### src/rtl/phase_osc_pkg.sv
package phase_osc_pkg;

    // Two-stage feedback loop state: stage one feeds stage two, stage two is the output
    typedef struct packed {
        logic stage1;
        logic stage2;
    } loop_state_t;

    // Rising-edge capture state
    typedef struct packed {
        logic trig_prev;
        logic caught;
    } latch_state_t;

    localparam int LOOP_STAGES = 2;

endpackage

### src/rtl/osc_feedback_loop.sv
module osc_feedback_loop
    import phase_osc_pkg::*;
(
    input  logic clk,
    input  logic rst,
    input  logic step,
    input  logic enable,
    output logic wave
);

    loop_state_t st_d, st_q;

    always_comb begin
        st_d = st_q;
        if (step) begin
            st_d.stage1 = enable & ~st_q.stage2;
            st_d.stage2 = st_q.stage1;
        end
    end

    always_ff @(posedge clk) begin
        if (rst) st_q <= '0;
        else     st_q <= st_d;
    end

    assign wave = st_q.stage2;

endmodule

### src/rtl/osc_rise_latch.sv
module osc_rise_latch
    import phase_osc_pkg::*;
(
    input  logic clk,
    input  logic rst,
    input  logic step,
    input  logic sense,
    output logic armed
);

    latch_state_t st_d, st_q;

    always_comb begin
        st_d = st_q;
        if (step) begin
            st_d.trig_prev = sense;
            st_d.caught    = st_q.caught | (sense & ~st_q.trig_prev);
        end
    end

    always_ff @(posedge clk) begin
        if (rst) st_q <= '0;
        else     st_q <= st_d;
    end

    assign armed = st_q.caught;

endmodule

### src/rtl/osc_tap_delay.sv
module osc_tap_delay #(
    parameter int DEPTH = 4
) (
    input  logic clk,
    input  logic rst,
    input  logic step,
    input  logic din,
    output logic dout
);

    generate
        if (DEPTH == 0) begin : g_pass
            assign dout = din;
        end else begin : g_line
            logic [DEPTH-1:0] taps_d, taps_q;

            always_comb begin
                taps_d = taps_q;
                if (step) begin
                    taps_d[0] = din;
                    for (int i = 1; i < DEPTH; i++) taps_d[i] = taps_q[i-1];
                end
            end

            always_ff @(posedge clk) begin
                if (rst) taps_q <= '0;
                else     taps_q <= taps_d;
            end

            assign dout = taps_q[DEPTH-1];
        end
    endgenerate

endmodule

### src/rtl/phase_osc_bank.sv
module phase_osc_bank #(
    parameter int TRIG_DELAY = 4
) (
    input  logic clk,
    input  logic rst,
    input  logic phase_tick,
    input  logic run_en,
    input  logic trig_in,
    output logic osc_gated,
    output logic osc_free,
    output logic osc_trig
);

    localparam int NUM_LOOPS = 3;
    localparam int IDX_GATED = 0;
    localparam int IDX_FREE  = 1;
    localparam int IDX_TRIG  = 2;

    logic                 trig_armed;
    logic                 trig_enable;
    logic [NUM_LOOPS-1:0] loop_en;
    logic [NUM_LOOPS-1:0] loop_wave;

    osc_rise_latch u_latch (
        .clk   (clk),
        .rst   (rst),
        .step  (phase_tick),
        .sense (trig_in),
        .armed (trig_armed)
    );

    osc_tap_delay #(.DEPTH(TRIG_DELAY)) u_delay (
        .clk  (clk),
        .rst  (rst),
        .step (phase_tick),
        .din  (trig_armed),
        .dout (trig_enable)
    );

    always_comb begin
        loop_en            = '0;
        loop_en[IDX_GATED] = run_en;
        loop_en[IDX_FREE]  = 1'b1;
        loop_en[IDX_TRIG]  = trig_enable;
    end

    generate
        for (genvar g = 0; g < NUM_LOOPS; g++) begin : g_loop
            osc_feedback_loop u_loop (
                .clk    (clk),
                .rst    (rst),
                .step   (phase_tick),
                .enable (loop_en[g]),
                .wave   (loop_wave[g])
            );
        end
    endgenerate

    assign osc_gated = loop_wave[IDX_GATED];
    assign osc_free  = loop_wave[IDX_FREE];
    assign osc_trig  = loop_wave[IDX_TRIG];

endmodule

### config.mk
export PLATFORM = sky130hd
export DESIGN_NAME = phase_osc_bank
export DESIGN_NICKNAME = d
export VERILOG_FILES = /design/src/rtl/phase_osc_pkg.sv /design/src/rtl/osc_feedback_loop.sv /design/src/rtl/osc_rise_latch.sv /design/src/rtl/osc_tap_delay.sv /design/src/rtl/phase_osc_bank.sv
export SDC_FILE = /design/constraint.sdc
export NUM_CORES = 1
export LEC_CHECK = 0
export BUFFER_PORTS_ARGS = -buffer_cell sky130_fd_sc_hd__buf_2
export CORE_AREA = 10 10 47 49
export DETAILED_ROUTE_END_ITERATION = 10
export DIE_AREA = 0 0 57 59
export GPL_TIMING_DRIVEN = 0
export PLACE_DENSITY = 0.64
export SYNTH_ARGS = -nofsm -noshare
export SYNTH_HDL_FRONTEND = slang
export SYNTH_SLANG_ARGS = --single-unit
### constraint.sdc
create_clock -name clk -period 0.8 [get_ports clk]
set_input_delay 0.24 -clock clk [delete_from_list [all_inputs] [get_ports clk]]
set_output_delay 0.24 -clock clk [all_outputs]
set_load 0.1 [all_outputs]
## Yosys cells after proc, flatten, opt, wreduce, memory -nomap -nowiden

Index checks and enable logic that the tools add are counted.
W data, S select, Z words.

- Bits in registers: 12
- Latch bits: 0
- Memory bits (writable): 0
- Bits in read-only memories: 0
- Output and inout bits: 3
- Memories kept: 0

- Add/subtract/negate cells: 0
- $mul: 0
- Div/mod/pow operators: 0
- Magnitude comparators: 0
- Eq/ne operators: 0
- Shifts and indexed selects: 0
- Muxes and demuxes: 0
- Bitwise gates (word level): 8
- Reduce and logical (&&, ||, !) cells: 0

Operators with widths:

| kind | number |
|---|---|
| $not A1 Y1 | 4 |
| $and A1 B1 Y1 | 3 |
| $or A1 B1 Y1 | 1 |

## Longest topological paths before layout

Gate-level depths: netlist of run 1.

- Depth after elaboration: 3
- Mapped depth: 3
- Gate-level depth less buffers: 2

## Modules after synthesis

A second synthesis of run 1 with hierarchy kept.

- Cell total of the unflattened synthesis: 42
- Area total of the unflattened synthesis: 441.7 sq um

By module, submodules not included:

| module | instances | cells each | area each (sq um) | sequential area each (sq um) |
|---|---|---|---|---|
| osc_feedback_loop | 3 | 7 | 76.3 | 40.0 |
| osc_tap_delay | 1 | 13 | 140.1 | 80.1 |
| osc_rise_latch | 1 | 7 | 68.8 | 40.0 |
| phase_osc_bank | 1 | 1 | 3.8 | 0.0 |

## Worst setup path after synthesis of run 1

Ideal clock, no wire load.

- Kind: register to register
- From: register g_loop[2].u_loop.st_q (netlist bit g_loop[2].u_loop.wave)
- To: register g_loop[2].u_loop.st_q[1] (netlist name)
- Library setup time: 0.119 ns
- Arrival: 1.186 ns
- Path slack: -0.506 ns
- Stages on the path, launching flop included: 3
- Clock period less this slack: 1.306 ns
- Cell sequence: dfxtp_1 nand3b_1 a21oi_1

- Longest elaborated chain between the ends: 2

RTL lines:

| item | RTL line | text |
|---|---|---|
| start, declared | osc_feedback_loop.sv:11 | `loop_state_t st_d, st_q;` |
| start signal, assigned | osc_feedback_loop.sv:23 | `else st_q <= st_d;` |
| $not A1 Y1 | osc_feedback_loop.sv:16 | `st_d.stage1 = enable & ~st_q.stage2;` |
| $and A1 B1 Y1 | osc_feedback_loop.sv:16 |  |

Every way passes these cells.
A chain may end at the register's enable or synchronous reset.

## Worst setup path in the final report of run 1

- From: register g_loop[1].u_loop.st_q (netlist bit g_loop[1].u_loop.wave)
- To: output osc_free

RTL lines:

| item | RTL line | text |
|---|---|---|
| start, declared | osc_feedback_loop.sv:11 |  |
| start signal, assigned | osc_feedback_loop.sv:23 |  |
| end, declared | phase_osc_bank.sv:10 | `output logic osc_free,` |

No word-level cell between the ends.

==> summary by stage, run 1 <==
Logic synthesis
The sequential area share after synthesis is a little over half. The post-synthesis cell area is 439.2 um2. In the synthesized netlist the async set-or-reset flop fraction comes to 0%. Summing the areas of all compound-gate instances in the mapped netlist gives 4.558% of the synthesized area.

The number of distinct library cells after synthesis is 10. Summing the areas of all fa, ha and maj instances in the mapped netlist gives 0% of the synthesized area. The Yosys step of the flow raised 0 warnings. When the netlist entered floorplanning its net count stood at 47. The largest total area in the synthesized netlist belongs to sky130_fd_sc_hd__dfxtp_1.

After synthesis, the most frequently instantiated cells are sky130_fd_sc_hd__dfxtp_1 (12), sky130_fd_sc_hd__mux2i_1 (8), sky130_fd_sc_hd__nor2_1 (8), sky130_fd_sc_hd__a21oi_1 (4). The multiplexer share of the synthesized area is 18.23%. By instance count, the leading cell after synthesis is sky130_fd_sc_hd__dfxtp_1. The flip-flop cell with the highest count after synthesis is sky130_fd_sc_hd__dfxtp_1. The top-area cell type share of the netlist area is 54.70%. In the synthesized netlist, the number of instances is between 40 and 50.

The main combinational cell family by area after synthesis is multiplexers. In this run, synthesis inferred 0 flip-flops with an integrated enable. Counting flops and latches in the post-synthesis netlist gives 12. After Yosys synthesis, XOR and XNOR cells account for 0% of the synthesized area. In the post-synthesis netlist, the biggest area contributors are sky130_fd_sc_hd__dfxtp_1 (55%), sky130_fd_sc_hd__mux2i_1 (18%), sky130_fd_sc_hd__nor2_1 (6.8%), sky130_fd_sc_hd__nand3b_1 (5.1%), sky130_fd_sc_hd__a21oi_1 (4.6%). The average size of a mapped cell is ~10 um2. The synthesized-area fraction occupied by and/or/nand/nor cells is between 15 and 20%.

Clocking
The number of buffers inserted for hold repair after clock tree synthesis is 0. The clock root buffer master is sky130_fd_sc_hd__clkbuf_4. TritonCTS built the clock tree.

The clock transition at the registers of the reported paths is 0.07 ns. CTS built an H-tree with a depth of 1. The clock reaches the later pin of the worst-skew pair after roughly 0.27 ns. Counting the buffers created by CTS gives 3. No sink is reached through more buffers than the 2 on the longest clock path.

Counting every sink on the clock net gives 12.

Setup path
Counting both buffers and inverters, the worst setup path holds a total of 1. For this design, the slowest cell found on the critical path is sky130_fd_sc_hd__dfxtp_4. Traced cell by cell, the critical path runs through buf_12.

The critical path class is register to output port. The beginning of the critical path is g_loop[1].u_loop.wave$_SDFFE_PP0P_. On the worst path, the slowest cell contributes a delay of roughly 0.36 ns.

The gate family responsible for the most delay along the worst path is flip-flops. In this run the worst path has a maximum fanout of 2. The nature of the critical path endpoint is an output port. The sort of element at the start of the critical path is a register.

Setup slack on the worst reg-to-reg path comes out at -0.15 ns. The worst flop-to-flop path startpoint is g_loop[2].u_loop.wave$_SDFFE_PP0P_. The critical path data arrival time is ~0.8 ns.

The critical register-to-register path endpoint is g_loop[2].u_loop.st_q[1]$_SDFFE_PP0P_. The depth of the most critical reg-to-reg path is 4. The data required time at the worst endpoint is 0.56 ns.

GRT
The via count of the first global-routing pass is approximately 350. Across every metal layer, demand over resource in global routing totals between 5 and 6%. Summed over all layers, the global routing overflow is 0. Entering global routing, the biggest net connects 11 pins. The first global-routing pass estimated around 1.4 mm of wire. The initial antenna violation count came to 0.

Timing
The worst pin sits at a relative slew slack of between 80% and 90%. For this run, the top clock speed supported by timing is slightly below 1000 MHz. Counting I/O delays and the setup requirement, the final critical path takes 1.040 ns. The number of slew-limit violations in the final report is 0.

Setup repair after global routing could not meet its margin everywhere. The count of endpoints failing setup in the final report is 7. Across the routed clock network, the largest skew measured is between 0.001 and 0.0015 ns. The setup TNS after final layout is -1.004 ns. For the pin with the worst max-slew slack, the measured transition is 0.1857 ns. The number of hold violations in the final report came to 0. Setup slack on the critical path of the routed design comes to -0.2397 ns. The final worst hold slack is approximately 0.15 ns. The part of the cycle the worst path needs is 130.0%.

Placed design
After detailed placement, the total cell area comes to 505.5 um2. The final weighted congestion in routability-driven placement is around 0.62. The detailed-placement wirelength estimate is approximately 570 um. The count of buffers added on input and output ports is 7.

Route
The detailed router finished its first iteration with 3 violations. The first detailed-routing pass took 2 iterations. The final layout contains routed wiring with a total length of ~830 um.

Once detail routing completed, the nets flagged for antenna violations numbered 0. The total number of vias is approximately 340. The number of remaining DRC errors is 0. The wire length per cell after detailed routing is ~11 um. The detailed-route vias per instance is approximately 4.6.

Final layout
The final non-filler cell area is roughly 630 um2. From synthesis to final layout, the design area changed by 43.02%. The repair_antennas step left the layout with diodes totalling 0. Counting the fill cells in the layout gives 150. After the last flow step, the layout net total stands at 63. The share of final-layout standard cells stronger than drive strength 1 is between 30% and 40%.

Power
IR analysis of the VDD net gives a maximum drop of 0.001128 V. Power spread over the standard cell area amounts to ~2000 nW/um2. The analysis attributes to cell leakage a power of between 0.0002 and 0.0003 uW.

Floorplanning
In this run the core area contains 14 standard-cell rows. Pin placement for this block handled 8 I/O pins. The die covers 3363 um2. In this run the vertical extent of the chip is around 59 um. The floorplan step defined a core boundary enclosing approximately 1400 um2. The initial core utilization is about a third. The horizontal die dimension is around 57 um.

Status
The checks that failed: setup timing. The run finished, with violations left.

Min path
The count of cells along the worst hold path is 2. The source of the worst hold timing path is rst. The class of the tightest hold or removal check is primary input to register. For hold timing, the worst endpoint is g_loop[0].u_loop.st_q[1]$_SDFFE_PP0P_.

Flow run
Across the run, the number of max-cap violations was 0.
-- through the flow --
step | utilization (%) | power (uW) | setup slack, ns | cells
detailed placement | 36.07 | 747.0 | -0.1860 | 65
floorplan | - | 718.2 | -0.04121 | 42
global placement | 36.07 | 744.5 | -0.1844 | 65
CTS | 43.48 | 1250 | -0.2494 | 72
global route | 44.82 | 1278 | -0.2619 | 73
finish | 44.82 | 1232 | -0.2397 | 73
-- cell usage in the layout, fill, tap and decap left out --
master                     n
sky130_fd_sc_hd__buf_12    3
sky130_fd_sc_hd__a21oi_2   2
sky130_fd_sc_hd__nand3b_1  3
sky130_fd_sc_hd__buf_4     3
sky130_fd_sc_hd__nand2b_1  3
sky130_fd_sc_hd__clkbuf_8  1
sky130_fd_sc_hd__dfxtp_4   3
sky130_fd_sc_hd__or2b_1    1
sky130_fd_sc_hd__buf_2     5
sky130_fd_sc_hd__dfxtp_1   9
sky130_fd_sc_hd__nor2_1    8
sky130_fd_sc_hd__clkbuf_4  3
sky130_fd_sc_hd__mux2i_1   8
sky130_fd_sc_hd__inv_1     1
sky130_fd_sc_hd__a21oi_1   2
sky130_fd_sc_hd__buf_6     2
-- what timing repair did --
item | 4_1_cts | 5_1_grt
resized for setup | 12 | 3
hold endpoints to repair | 0 | 0
setup buffers | 3 | 1
setup endpoints to repair | 3 | 8
pin swaps | 1 | 3
-- state kept, by name (all words and copies together), names as in the netlist --
name                   flops
g_loop.u_loop.st_q         3
g_loop.u_loop.wave         3
u_delay.g_line.taps_q      4
u_latch.armed              1
u_latch.st_q               1
-- report_power, final --
| part | total (uW) | internal [uW] | switching, uW |
|---|---|---|---|
| Combinational | 133 | 60.6 | 72.2 |
| Sequential | 623 | 610 | 12.3 |
| Clock | 477 | 277 | 200 |
| Total | 1230 | 948 | 285 |
-- cells by family after synthesis --
group                  after synthesis
DFF                                 12
muxes                                8
AOI/OAI and AO/OA                    4
and+or+nand+nor                     15
buffers and inverters                3
-- metal layers --
layer / global-route usage (%) / share of wire, % / up-vias
li1: - / - / 169
met1: 5.251 / 44 / 161
met2: 8.062 / 49 / 7
met3: 2.575 / 6.7 / 0
met4: 4.027 / 0 / 0
met5: 0 / 0 / -
-- cell type report --
type                    count  area [um2]  share of cell area [%]
plain buffers               2       16.27                   2.590
inverters                   1       3.754                  0.5976
well taps                  16       20.02                   3.187
clock buffers               4       36.28                   5.777
flip-flops and latches     12       251.5                   40.04
repair buffers             11       113.9                   18.13
multi-input cells          27       186.4                   29.68
-- how the worst max path moves through the flow --
stage	to	slack, ns	cells past startpoint
final	osc_free	-0.24	1
after floorplan	g_loop[1].u_loop.st_q[1]$_SDFFE_PP0P_	-0.04	2
after global placement	osc_gated	-0.18	1
after global routing	osc_trig	-0.26	1
after detailed placement	osc_trig	-0.19	1
after CTS	osc_free	-0.25	1
Note: power is estimated with default switching activity, not from simulation.
==> run 2: changes to the inputs <==
--- a/config.mk
+++ b/config.mk
@@ -6,9 +6,9 @@
 export NUM_CORES = 1
 export LEC_CHECK = 0
 export BUFFER_PORTS_ARGS = -buffer_cell sky130_fd_sc_hd__buf_2
-export CORE_AREA = 10 10 47 49
+export CORE_AREA = 2 2 39 41
 export DETAILED_ROUTE_END_ITERATION = 10
-export DIE_AREA = 0 0 57 59
+export DIE_AREA = 0 0 41 43
 export GPL_TIMING_DRIVEN = 0
 export PLACE_DENSITY = 0.64
 export SYNTH_ARGS = -nofsm -noshare
==> run 2 against run 1 <==
- the run still ends with setup timing left
- clock power decreased by 19%
- die area decreased by 48%
- non-clock buffer count unchanged
- global-route usage increased by 5.1 points
- first-iteration DRC count decreased by 67%
==> summary by stage, run 2 (same netlist as run 1, synthesis figures left out) <==
Setup path
The gate family responsible for the most delay along the worst path is flip-flops. The total buffers and inverters traversed by the critical path was 1 (unchanged). By startpoint and endpoint, the worst setup path is classified as register to output port. The nature of the critical path endpoint is an output port.

The data required time at the worst endpoint is 0.56 ns (about the same). The critical-path maximum fanout is 2 (unchanged). The signal on the critical path passes through buf_12. The slowest stage cell on the critical path is sky130_fd_sc_hd__dfxtp_4. The worst stage delay on the critical path is 0.36 ns (about the same). The critical path data arrival time is 0.80 ns (about the same). The sort of element at the start of the critical path is a register.

Timing
The final period demand of the worst path is 1.045 ns (+0.005212 ns). The count of endpoints failing setup in the final report is 6 (-1). The number of slew-limit violations in the final report came to 0 (unchanged). The highest attainable clock frequency came to 957.1 MHz (-0.50%). The setup TNS after final layout came to -0.9829 ns (+0.02134 ns). Setup repair after global routing could not meet its margin everywhere. The actual slew at the worst max-slew pin is 0.1869 ns (+0.001175 ns). The part of the cycle the worst path needs came to 130.6% (+0.65 points). The tightest slew margin relative to the limit came to 87.54% (about the same). The number of hold violations in the final report was 0 (unchanged). The final worst hold slack is 0.1382 ns (-0.01246 ns). The final worst slack is -0.2449 ns (-0.005212 ns).

The final worst clock skew is 0.01111 ns (+0.009854 ns).

Placed design
The cell count after placement is 65 (unchanged). The number of input and output port buffers inserted is 7 (unchanged). The detailed-placement wirelength estimate is 503.4 um (-11%).

The final weighted congestion in routability-driven placement is 0.5784 (-6.7%).

Route
The starting DRC count in detailed routing is 1 (-2). The wire length per cell after detailed routing is 10.05 um (-12%). The total number of vias is 322 (-4.5%). The number of routed nets with antenna violations is 0 (unchanged). The number of iterations in the first detailed-routing pass is 2 (unchanged). The wire length after detailed routing is 734 um (-12%). The detailed-route vias per instance was 4.411 (-4.5%).

The number of remaining DRC errors was 0 (unchanged).

Floorplanning
The height of the die came to 43 um (-27%). The die outline area was 1763 um2 (-48%). The horizontal die dimension is 41 um (-28%). The count of boundary I/O pins came to 8 (unchanged). The initial core utilization is 31.74% (+0.40 points). The total core area was 1384 um2 (-1.2%).

The row count is 14 (unchanged).

Status
The final reports fail on setup timing. The flow ran to the end, but the final reports show violations.

Final layout
The final core area utilization is 44.39% (-0.43 points). The share of final-layout standard cells stronger than drive strength 1 is 35.09% (-3.5 points). The library cell used most frequently in the layout, excluding fill and tap cells, is sky130_fd_sc_hd__dfxtp_1. The count of placed standard cells in the final layout, fillers left out is 73 (unchanged). The area taken by flip-flops and latches is 251.5 um2 (unchanged). The area of the multi-input gates came to 182.7 um2 (-2.0%). The layout overhead on the synthesized area is 39.89%. The number of inserted diodes came to 0 (unchanged). The number of fill cells in the layout is 136 (-9.3%). Counting flops per register, the top entry is u_delay.g_line.taps_q. The top cell types in the final layout, fill and taps aside, are sky130_fd_sc_hd__dfxtp_1 (9), sky130_fd_sc_hd__mux2i_1 (8), sky130_fd_sc_hd__nor2_1 (8). The number of nets in the final layout is 63 (unchanged). The flip-flop count of the largest register after layout is 4 (unchanged).

Clocking
The number of clock sinks seen by CTS is 12 (unchanged). The TritonCTS clock tree is done. The clock buffer count from CTS was 3 (unchanged).

The buffer depth of the longest clock path was 2 (unchanged). The deepest level of the CTS H-tree is 1 (unchanged). The clock root buffer master is sky130_fd_sc_hd__clkbuf_4. The clock transition at the registers of the reported paths is 0.08 ns (about the same). The clock insertion delay at the later pin of the skew report is 0.27 ns (about the same).

GRT
The via count of the first global-routing pass is 287 (-18%). The pin count of the biggest net entering global routing was 11 (unchanged). The overflow left after global routing was 0 (unchanged).

The initial antenna violation count is 0 (unchanged). The first-pass GRT wire length is 1.152 mm (-16%). The global routing usage summed across all routing layers was 10.30% (+5.1 points).

Flow run
The number of max-cap violations is 0 (unchanged).

Power
The areal power density over the cells came to 1866 nW/um2 (-4.9%). The static power due to leakage is 0.0002670 uW (-2.1%). The maximum ir drop on the vdd rail is 0.0008754 V (-22%).

Min path
The class of the tightest hold or removal check is primary input to register.
[run 2: changes by cell type in the layout (fill, tap and decap cells not counted)]
cell	change
sky130_fd_sc_hd__a21oi_2	-1
sky130_fd_sc_hd__clkbuf_1	+1
sky130_fd_sc_hd__a21oi_1	+1
sky130_fd_sc_hd__clkbuf_8	-1
[run 2: path summary, 6_finish.rpt]
path | slack [ns] | to | start | cells after the start
max | -0.24 | osc_gated | g_loop[0].u_loop.wave$_SDFFE_PP0P_ | 1
max reg2reg | -0.12 | g_loop[0].u_loop.st_q[1]$_SDFFE_PP0P_ | g_loop[0].u_loop.wave$_SDFFE_PP0P_ | 4
min reg2reg | 0.45 | u_latch.armed$_SDFFE_PP0P_ | u_latch.armed$_SDFFE_PP0P_ | 2
min | 0.14 | g_loop[0].u_loop.st_q[1]$_SDFFE_PP0P_ | rst | 2
[run 2: stage by stage]
| stage | total power [uW] | setup WS (ns) | cell area [um2] |
|---|---|---|---|
| after floorplan | 718.2 | -0.04121 | 450.4 |
| after global placement | 745.4 | -0.1810 | 505.5 |
| after detailed placement | 746.8 | -0.1813 | 505.5 |
| after CTS | 1171 | -0.2565 | 603.1 |
| after global routing | 1218 | -0.2826 | 614.3 |
| final | 1146 | -0.2449 | 614.3 |
[run 2: routing by layer]
layer / GRT usage (%) / vias up / wire [um] / part of all wire, %
li1: - / 171 / - / -
met1: 12.46 / 140 / 334 / 46
met2: 13.44 / 11 / 338 / 46
met3: 7.853 / 0 / 61 / 8.3
met4: 4.000 / 0 / 0 / 0
met5: 0 / - / 0 / 0
[run 2: report_power, final]
group,switching [uW],leakage (uW),internal [uW]
Clock,194,0.0000150,193
Combinational,72.9,0.000152,63.6
Sequential,11.5,0.000100,611
[run 2: what timing repair did]
item                       4_1_cts  5_1_grt
pin swaps                        1        3
hold buffers                     0        0
setup buffers                    3        1
resized for setup               13        1
setup endpoints to repair        3        8
[run 2: layout make-up]
cell class,instances,area share (%)
Buffer,2,2.648
Clock buffer,4,4.277
Inverter,1,0.6110
Multi-Input combinational cell,27,29.74
Sequential cell,12,40.94
Tap cell,16,3.259
Timing Repair Buffer,11,18.53
